[src/rtl/div12_pkg.sv]
package div12_pkg;

  localparam int SIX_W = 3;

  typedef logic [SIX_W-1:0] six_code_t;

  // Six-state code: bit0 and bit1 form a one-hot-or-zero divide-by-three
  // ring, bit2 flips each time that ring wraps.
  localparam six_code_t SIX_ZERO = 3'b000;
  localparam six_code_t SIX_LAST = 3'b110;

  function automatic six_code_t six_next(input six_code_t cur);
    six_code_t nxt;
    unique case (cur[1:0])
      2'b00:   nxt = {cur[2], 2'b01};
      2'b01:   nxt = {cur[2], 2'b10};
      2'b10:   nxt = {~cur[2], 2'b00};
      default: nxt = SIX_ZERO;  // unused codes fall back to zero
    endcase
    return nxt;
  endfunction

  function automatic logic six_code_legal(input six_code_t cur);
    return cur[1:0] != 2'b11;
  endfunction

endpackage

[src/rtl/cnt_fall_detect.sv]
module cnt_fall_detect #(
  parameter int STAGES = 2
) (
  input  logic clk,
  input  logic rst_n,
  input  logic din,
  output logic fall
);
  logic [STAGES-1:0] sync_q;
  logic              last_q;

  always_ff @(posedge clk or negedge rst_n) begin
    if (!rst_n) begin
      sync_q <= '0;
      last_q <= 1'b0;
    end else begin
      sync_q[0] <= din;
      for (int i = 1; i < STAGES; i++) sync_q[i] <= sync_q[i-1];
      last_q <= sync_q[STAGES-1];
    end
  end

  assign fall = last_q & ~sync_q[STAGES-1];

  // A detected edge lasts exactly one cycle (supports R6 timing).
  p_fall_single_r6: assert property (@(posedge clk) disable iff (!rst_n)
    fall |=> !fall);

endmodule

[src/rtl/clr_sync.sv]
module clr_sync #(
  parameter int STAGES = 2
) (
  input  logic clk,
  input  logic arst,
  output logic busy
);
  logic [STAGES-1:0] hold_q;

  always_ff @(posedge clk or posedge arst) begin
    if (arst) hold_q <= '1;
    else begin
      hold_q[0] <= 1'b0;
      for (int i = 1; i < STAGES; i++) hold_q[i] <= hold_q[i-1];
    end
  end

  assign busy = hold_q[STAGES-1];

  // An active clear request is always seen as busy at the clock.
  p_req_busy_r4: assert property (@(posedge clk) arst |-> busy);

endmodule

[src/rtl/half_stage.sv]
module half_stage (
  input  logic clk,
  input  logic clr,
  input  logic adv,
  output logic q
);
  always_ff @(posedge clk or posedge clr) begin
    if (clr)      q <= 1'b0;
    else if (adv) q <= ~q;
  end

  p_toggle_r1: assert property (@(posedge clk) disable iff (clr)
    adv |=> q != $past(q));
  p_hold_r1: assert property (@(posedge clk) disable iff (clr)
    !adv |=> $stable(q));

endmodule

[src/rtl/six_stage.sv]
module six_stage
  import div12_pkg::*;
(
  input  logic      clk,
  input  logic      clr,
  input  logic      adv,
  output six_code_t code
);
  always_ff @(posedge clk or posedge clr) begin
    if (clr)      code <= SIX_ZERO;
    else if (adv) code <= six_next(code);
  end

  p_wrap_r2: assert property (@(posedge clk) disable iff (clr)
    adv && code == SIX_LAST |=> code == SIX_ZERO);
  p_legal_r2: assert property (@(posedge clk) disable iff (clr)
    six_code_legal(code));
  p_hold_r2: assert property (@(posedge clk) disable iff (clr)
    !adv |=> $stable(code));

endmodule

[src/rtl/div12_split_counter.sv]
module div12_split_counter
  import div12_pkg::*;
#(
  parameter int SYNC_STAGES = 2,
  parameter int CLR_STAGES  = 2
) (
  input  logic       clk,
  input  logic       rst_n,
  input  logic       cnt0_in,
  input  logic       cnt1_in,
  input  logic       clr_a,
  input  logic       clr_b,
  output logic [3:0] q
);
  logic      clr_req;
  logic      clr_busy;
  logic      fall0;
  logic      fall1;
  logic      half_q;
  six_code_t six_q;

  assign clr_req = ~rst_n | (clr_a & clr_b);

  clr_sync #(.STAGES(CLR_STAGES)) u_clr (
    .clk  (clk),
    .arst (clr_req),
    .busy (clr_busy)
  );

  cnt_fall_detect #(.STAGES(SYNC_STAGES)) u_fall0 (
    .clk  (clk),
    .rst_n(rst_n),
    .din  (cnt0_in),
    .fall (fall0)
  );

  cnt_fall_detect #(.STAGES(SYNC_STAGES)) u_fall1 (
    .clk  (clk),
    .rst_n(rst_n),
    .din  (cnt1_in),
    .fall (fall1)
  );

  half_stage u_half (
    .clk(clk),
    .clr(clr_busy),
    .adv(fall0),
    .q  (half_q)
  );

  six_stage u_six (
    .clk (clk),
    .clr (clr_busy),
    .adv (fall1),
    .code(six_q)
  );

  assign q = {six_q, half_q};

  p_clear_zero_r5: assert property (@(posedge clk) disable iff (!rst_n)
    clr_busy |-> q == 4'd0);
  p_split_r7: assert property (@(posedge clk) disable iff (clr_busy)
    !fall1 |=> $stable(q[3:1]));

endmodule

[config.mk]
export PLATFORM = sky130hd
export DESIGN_NAME = div12_split_counter
export DESIGN_NICKNAME = d
export VERILOG_FILES = /design/src/rtl/div12_pkg.sv /design/src/rtl/cnt_fall_detect.sv /design/src/rtl/clr_sync.sv /design/src/rtl/half_stage.sv /design/src/rtl/six_stage.sv /design/src/rtl/div12_split_counter.sv
export SDC_FILE = /design/constraint.sdc
export NUM_CORES = 1
export LEC_CHECK = 0
export ABC_AREA = 1
export BUFFER_PORTS_ARGS = -buffer_cell sky130_fd_sc_hd__buf_2
export CAP_MARGIN = 25
export CORE_AREA = 3 3 40 42
export CTS_CLUSTER_SIZE = 30
export DETAILED_ROUTE_END_ITERATION = 8
export DIE_AREA = 0 0 43 45
export PLACE_DENSITY = 0.59
export SETUP_SLACK_MARGIN = 0.02
export SLEW_MARGIN = 15
export SYNTH_ARGS = -nofsm -noshare
export SYNTH_HDL_FRONTEND = slang
export SYNTH_HIERARCHICAL = 1
export SYNTH_SLANG_ARGS = --single-unit
[constraint.sdc]
create_clock -name clk -period 0.8 [get_ports clk]
set_input_delay 0.16 -clock clk [delete_from_list [all_inputs] [get_ports clk]]
set_output_delay 0.16 -clock clk [all_outputs]
set_load 0.05 [all_outputs]
==> impl_metrics.sql <==
INSERT INTO impl_metrics (metric_group, metric, value, unit) VALUES
('run_status', 'outcome', 'finished with violations', ''),
('run_status', 'failing_checks', 'negative setup slack', ''),
('setup_path', 'timing.critical_path.buf_inv', '1', ''),
('global_route', 'globalRoute.busiestLayer', 'met2', ''),
('finish', 'drive_above_1_share', '45.9', '%'),
('timing', 'fin_ws', '-0.192', 'ns'),
('detailed_routing', 'total_via_count_in_the_routed_design', '297', ''),
('global_route', 'use_met3', '3.59', '%'),
('global_route', 'grt_start_max_net_pins', '8', ''),
('detailed_routing', 'drt_drc_violations_left', '0', ''),
('timing', 'finalMaxSlewViolations', '0', ''),
('yosys', 'post_synth_num_cell_types', '9', ''),
('power_and_ir_drop', 'cellPowerDensity', '3020', 'mW/mm^2'),
('global_route', 'globalRouteMet2Util', '13.5', '%'),
('power_and_ir_drop', 'power.share.combinational', '39.2', '%'),
('yosys', 'yosysWarnings', '6', ''),
('finish', 'finalNetCount', '68', ''),
('clock_tree', 'clock_sink_count', '12', ''),
('detailed_routing', 'drt_pass1_iterations', '1', ''),
('die', 'floorplan.rows', '13', ''),
('placed_design', 'gp_congestion', '0.704', ''),
('placed_design', 'place.detailed.instances', '66', ''),
('setup_path', 'critPathMaxStageDelay', '0.42', 'ns'),
('finish', 'synthesis_to_layout_area_growth', '44.7', '%'),
('clock_tree', 'cts-root-to-sink-buffers', '2', ''),
('placed_design', 'place_hpwl', '442', 'um'),
('timing', 'timing.clock.skew', '0.00711', 'ns'),
('clock_tree', 'clkSlewWorstSetupHoldPaths', '0.07', 'ns'),
('die', 'die-height', '45', 'um'),
('finish', 'ant_diodes', '0', ''),
('yosys', 'syn-num-nets', '48', ''),
('die', 'die_w', '43', 'um'),
('power_and_ir_drop', 'cell_internal_power_dissipation', '1.21', 'mW'),
('detailed_routing', 'dr.first_iter.drc_count', '0', ''),
('clock_tree', 'tritoncts', 'built', ''),
('yosys', 'synth-seq-area-share', '70.8', '%'),
('yosys', 'synth.area.top_cells', 'sky130_fd_sc_hd__dfrtp_1 (58%), sky130_fd_sc_hd__dfstp_2 (12%), sky130_fd_sc_hd__nand2_1 (12%)', ''),
('finish', 'fillers', '124', ''),
('global_route', 'antenna_found_initial', '0', ''),
('yosys', 'share_of_the_synthesized_area_in_the_top_cell_type', '58.5', '%'),
('power_and_ir_drop', 'p_sw', '0.659', 'mW'),
('detailed_routing', 'routed_wire_length_per_instance', '8.71', 'um'),
('timing', 'final_period_minus_worst_setup_slack', '0.992', 'ns'),
('setup_path', 'timing_worst_setup_path_type', 'reg -> out', ''),
('setup_path', 'critical_path.max_fanout', '2', ''),
('timing', 'final_hold_viol_count', '0', ''),
('die', 'io-pin-count', '10', ''),
('detailed_routing', 'post_drt_via_cell_ratio', '3.91', ''),
('timing', 'timing.final.crit_share', '124', '%'),
('min_path', 'worstHoldPathType', 'in -> async', ''),
('detailed_routing', 'residual_antenna_violating_net_count_after_detailed_routing', '0', ''),
('global_route', 'global_route_wire_length_before_repair', '1190', 'um'),
('power_and_ir_drop', 'p_clk_share', '19.7', '%'),
('setup_path', 'timing.critical_path.to_type', 'output pin', ''),
('setup_path', 'cp_data_arrival_time', '0.83', 'ns'),
('timing', 'upper_clock_frequency_limit', '1010', 'MHz'),
('power_and_ir_drop', 'design_power_total', '1.87', 'mW'),
('setup_path', 'top_delay_family_on_crit_path', 'flip-flops', ''),
('global_route', 'grt_pass1_vias', '306', ''),
('timing', 'rsz_0062_raised_after_global_routing', 'yes', ''),
('die', 'coreArea', '0.00128', 'mm^2'),
('job', 'drv_cap', '0', ''),
('global_route', 'grt.total_usage', '8.71', '%'),
('clock_tree', 'clock_tree.root_cell', 'sky130_fd_sc_hd__clkbuf_4', ''),
('yosys', 'synthDominantAreaCellType', 'sky130_fd_sc_hd__dfrtp_1', ''),
('power_and_ir_drop', 'pwr-share-seq', '41.2', '%'),
('setup_path', 'critical_path_cell_list', 'buf_6', ''),
('timing', 'setup_viol_count_final', '7', ''),
('die', 'floorplan.initialDensity', '33.3', '%'),
('clock_tree', 'worstSkewPairLatency', '0.26', 'ns'),
('placed_design', 'place_ws', '-0.0525', 'ns');
[cells by family after synthesis]
logic type | count (synthesis) | synth area share (%)
buffers and inverters | 10 | 9.65
other | 1 | 0.876
DFF | 12 | 70.8
and+or+nand+nor | 19 | 18.7
[registers in the layout (all words and copies together), names as in the netlist]
name / cells
u_fall0/sync_q: 2
u_six/code: 3
u_fall0/last_q: 1
u_clr/hold_q: 2
u_fall1/last_q: 1
u_fall1/sync_q: 2
u_half/q: 1
[final timing paths]
path	startpoint	to	cells after the start	slack [ns]
setup / recovery	u_six/code[1]	q[2]	1	-0.19
hold / removal	clr_a	u_clr/hold_q[1]	4	0.005
setup reg to reg	u_six/code[1]	u_six/code[2]	5	-0.03
hold reg to reg	u_clr/hold_q[1]	u_half/q	1	0.10
max in group asynchronous	rst_n	u_clr/hold_q[0]	4	0.17
min in group clk	cnt0_in	u_fall0/sync_q[0]	1	0.01
[Yosys cell counts (all sizes together)]
library cell	count
buf	1
conb	1
nand2	14
nand3b	1
dfrtp	10
dfstp	2
nor2	4
inv	9
[layout by cell type (no fill, tap or decap), types with 3 or more instances in the layout]
| cell type | n |
|---|---|
| sky130_fd_sc_hd__nand2_1 | 13 |
| sky130_fd_sc_hd__inv_1 | 7 |
| sky130_fd_sc_hd__dfrtp_1 | 7 |
| sky130_fd_sc_hd__buf_6 | 6 |
| sky130_fd_sc_hd__buf_2 | 5 |
| sky130_fd_sc_hd__clkbuf_4 | 3 |
| sky130_fd_sc_hd__dlygate4sd3_1 | 3 |
| sky130_fd_sc_hd__nor2_2 | 3 |
| sky130_fd_sc_hd__dfrtp_2 | 3 |
[area by class of cell]
class                           instances  area (um^2)  share of cell area, %
Clock buffer                            4         26.3                   4.24
Inverter                                9         33.8                   5.45
Multi-Input combinational cell         20         96.3                   15.6
Sequential cell                        12          307                   49.5
Tap cell                               15         18.8                   3.03
Timing Repair Buffer                   16          138                   22.2
[power by group through the flow]
stage                     Clock, mW  Combinational [mW]  Sequential [mW]
final                         0.368               0.733            0.771
after global routing          0.410               0.790            0.783
after CTS                     0.385               0.697            0.764
after detailed placement          0               0.474            0.796
after global placement            0               0.468            0.794
after floorplan                   0               0.159            0.993
[repair_timing]
action,4_1_cts,5_1_grt
setup endpoints to repair,7,8
hold endpoints to repair,9,0
buffers inserted,3,0
hold buffers,3,0
pin swaps,2,2
resized for setup,10,6
[layer usage]
layer | vias to the layer above | share of wire (%)
li1 | 154 | -
met5 | - | 0
met3 | 2 | 4.5
met4 | 0 | 2.4
met2 | 7 | 50
met1 | 134 | 43
[stage by stage]
step	cell area (um^2)	hold WS (ns)	setup TNS (ns)	utilization (%)
2_1_floorplan	432	-0.136	-0.0879	-
3_3_place_gp	495	-0.00799	-0.0534	38.6
3_5_place_dp	495	-0.00356	-0.125	38.6
4_1_cts	607	0.00147	-0.829	47.2
5_1_grt	619	0.00225	-1.07	48.2
6_report	619	0.00529	-0.782	48.2
Note: power is estimated with default switching activity, not from simulation.
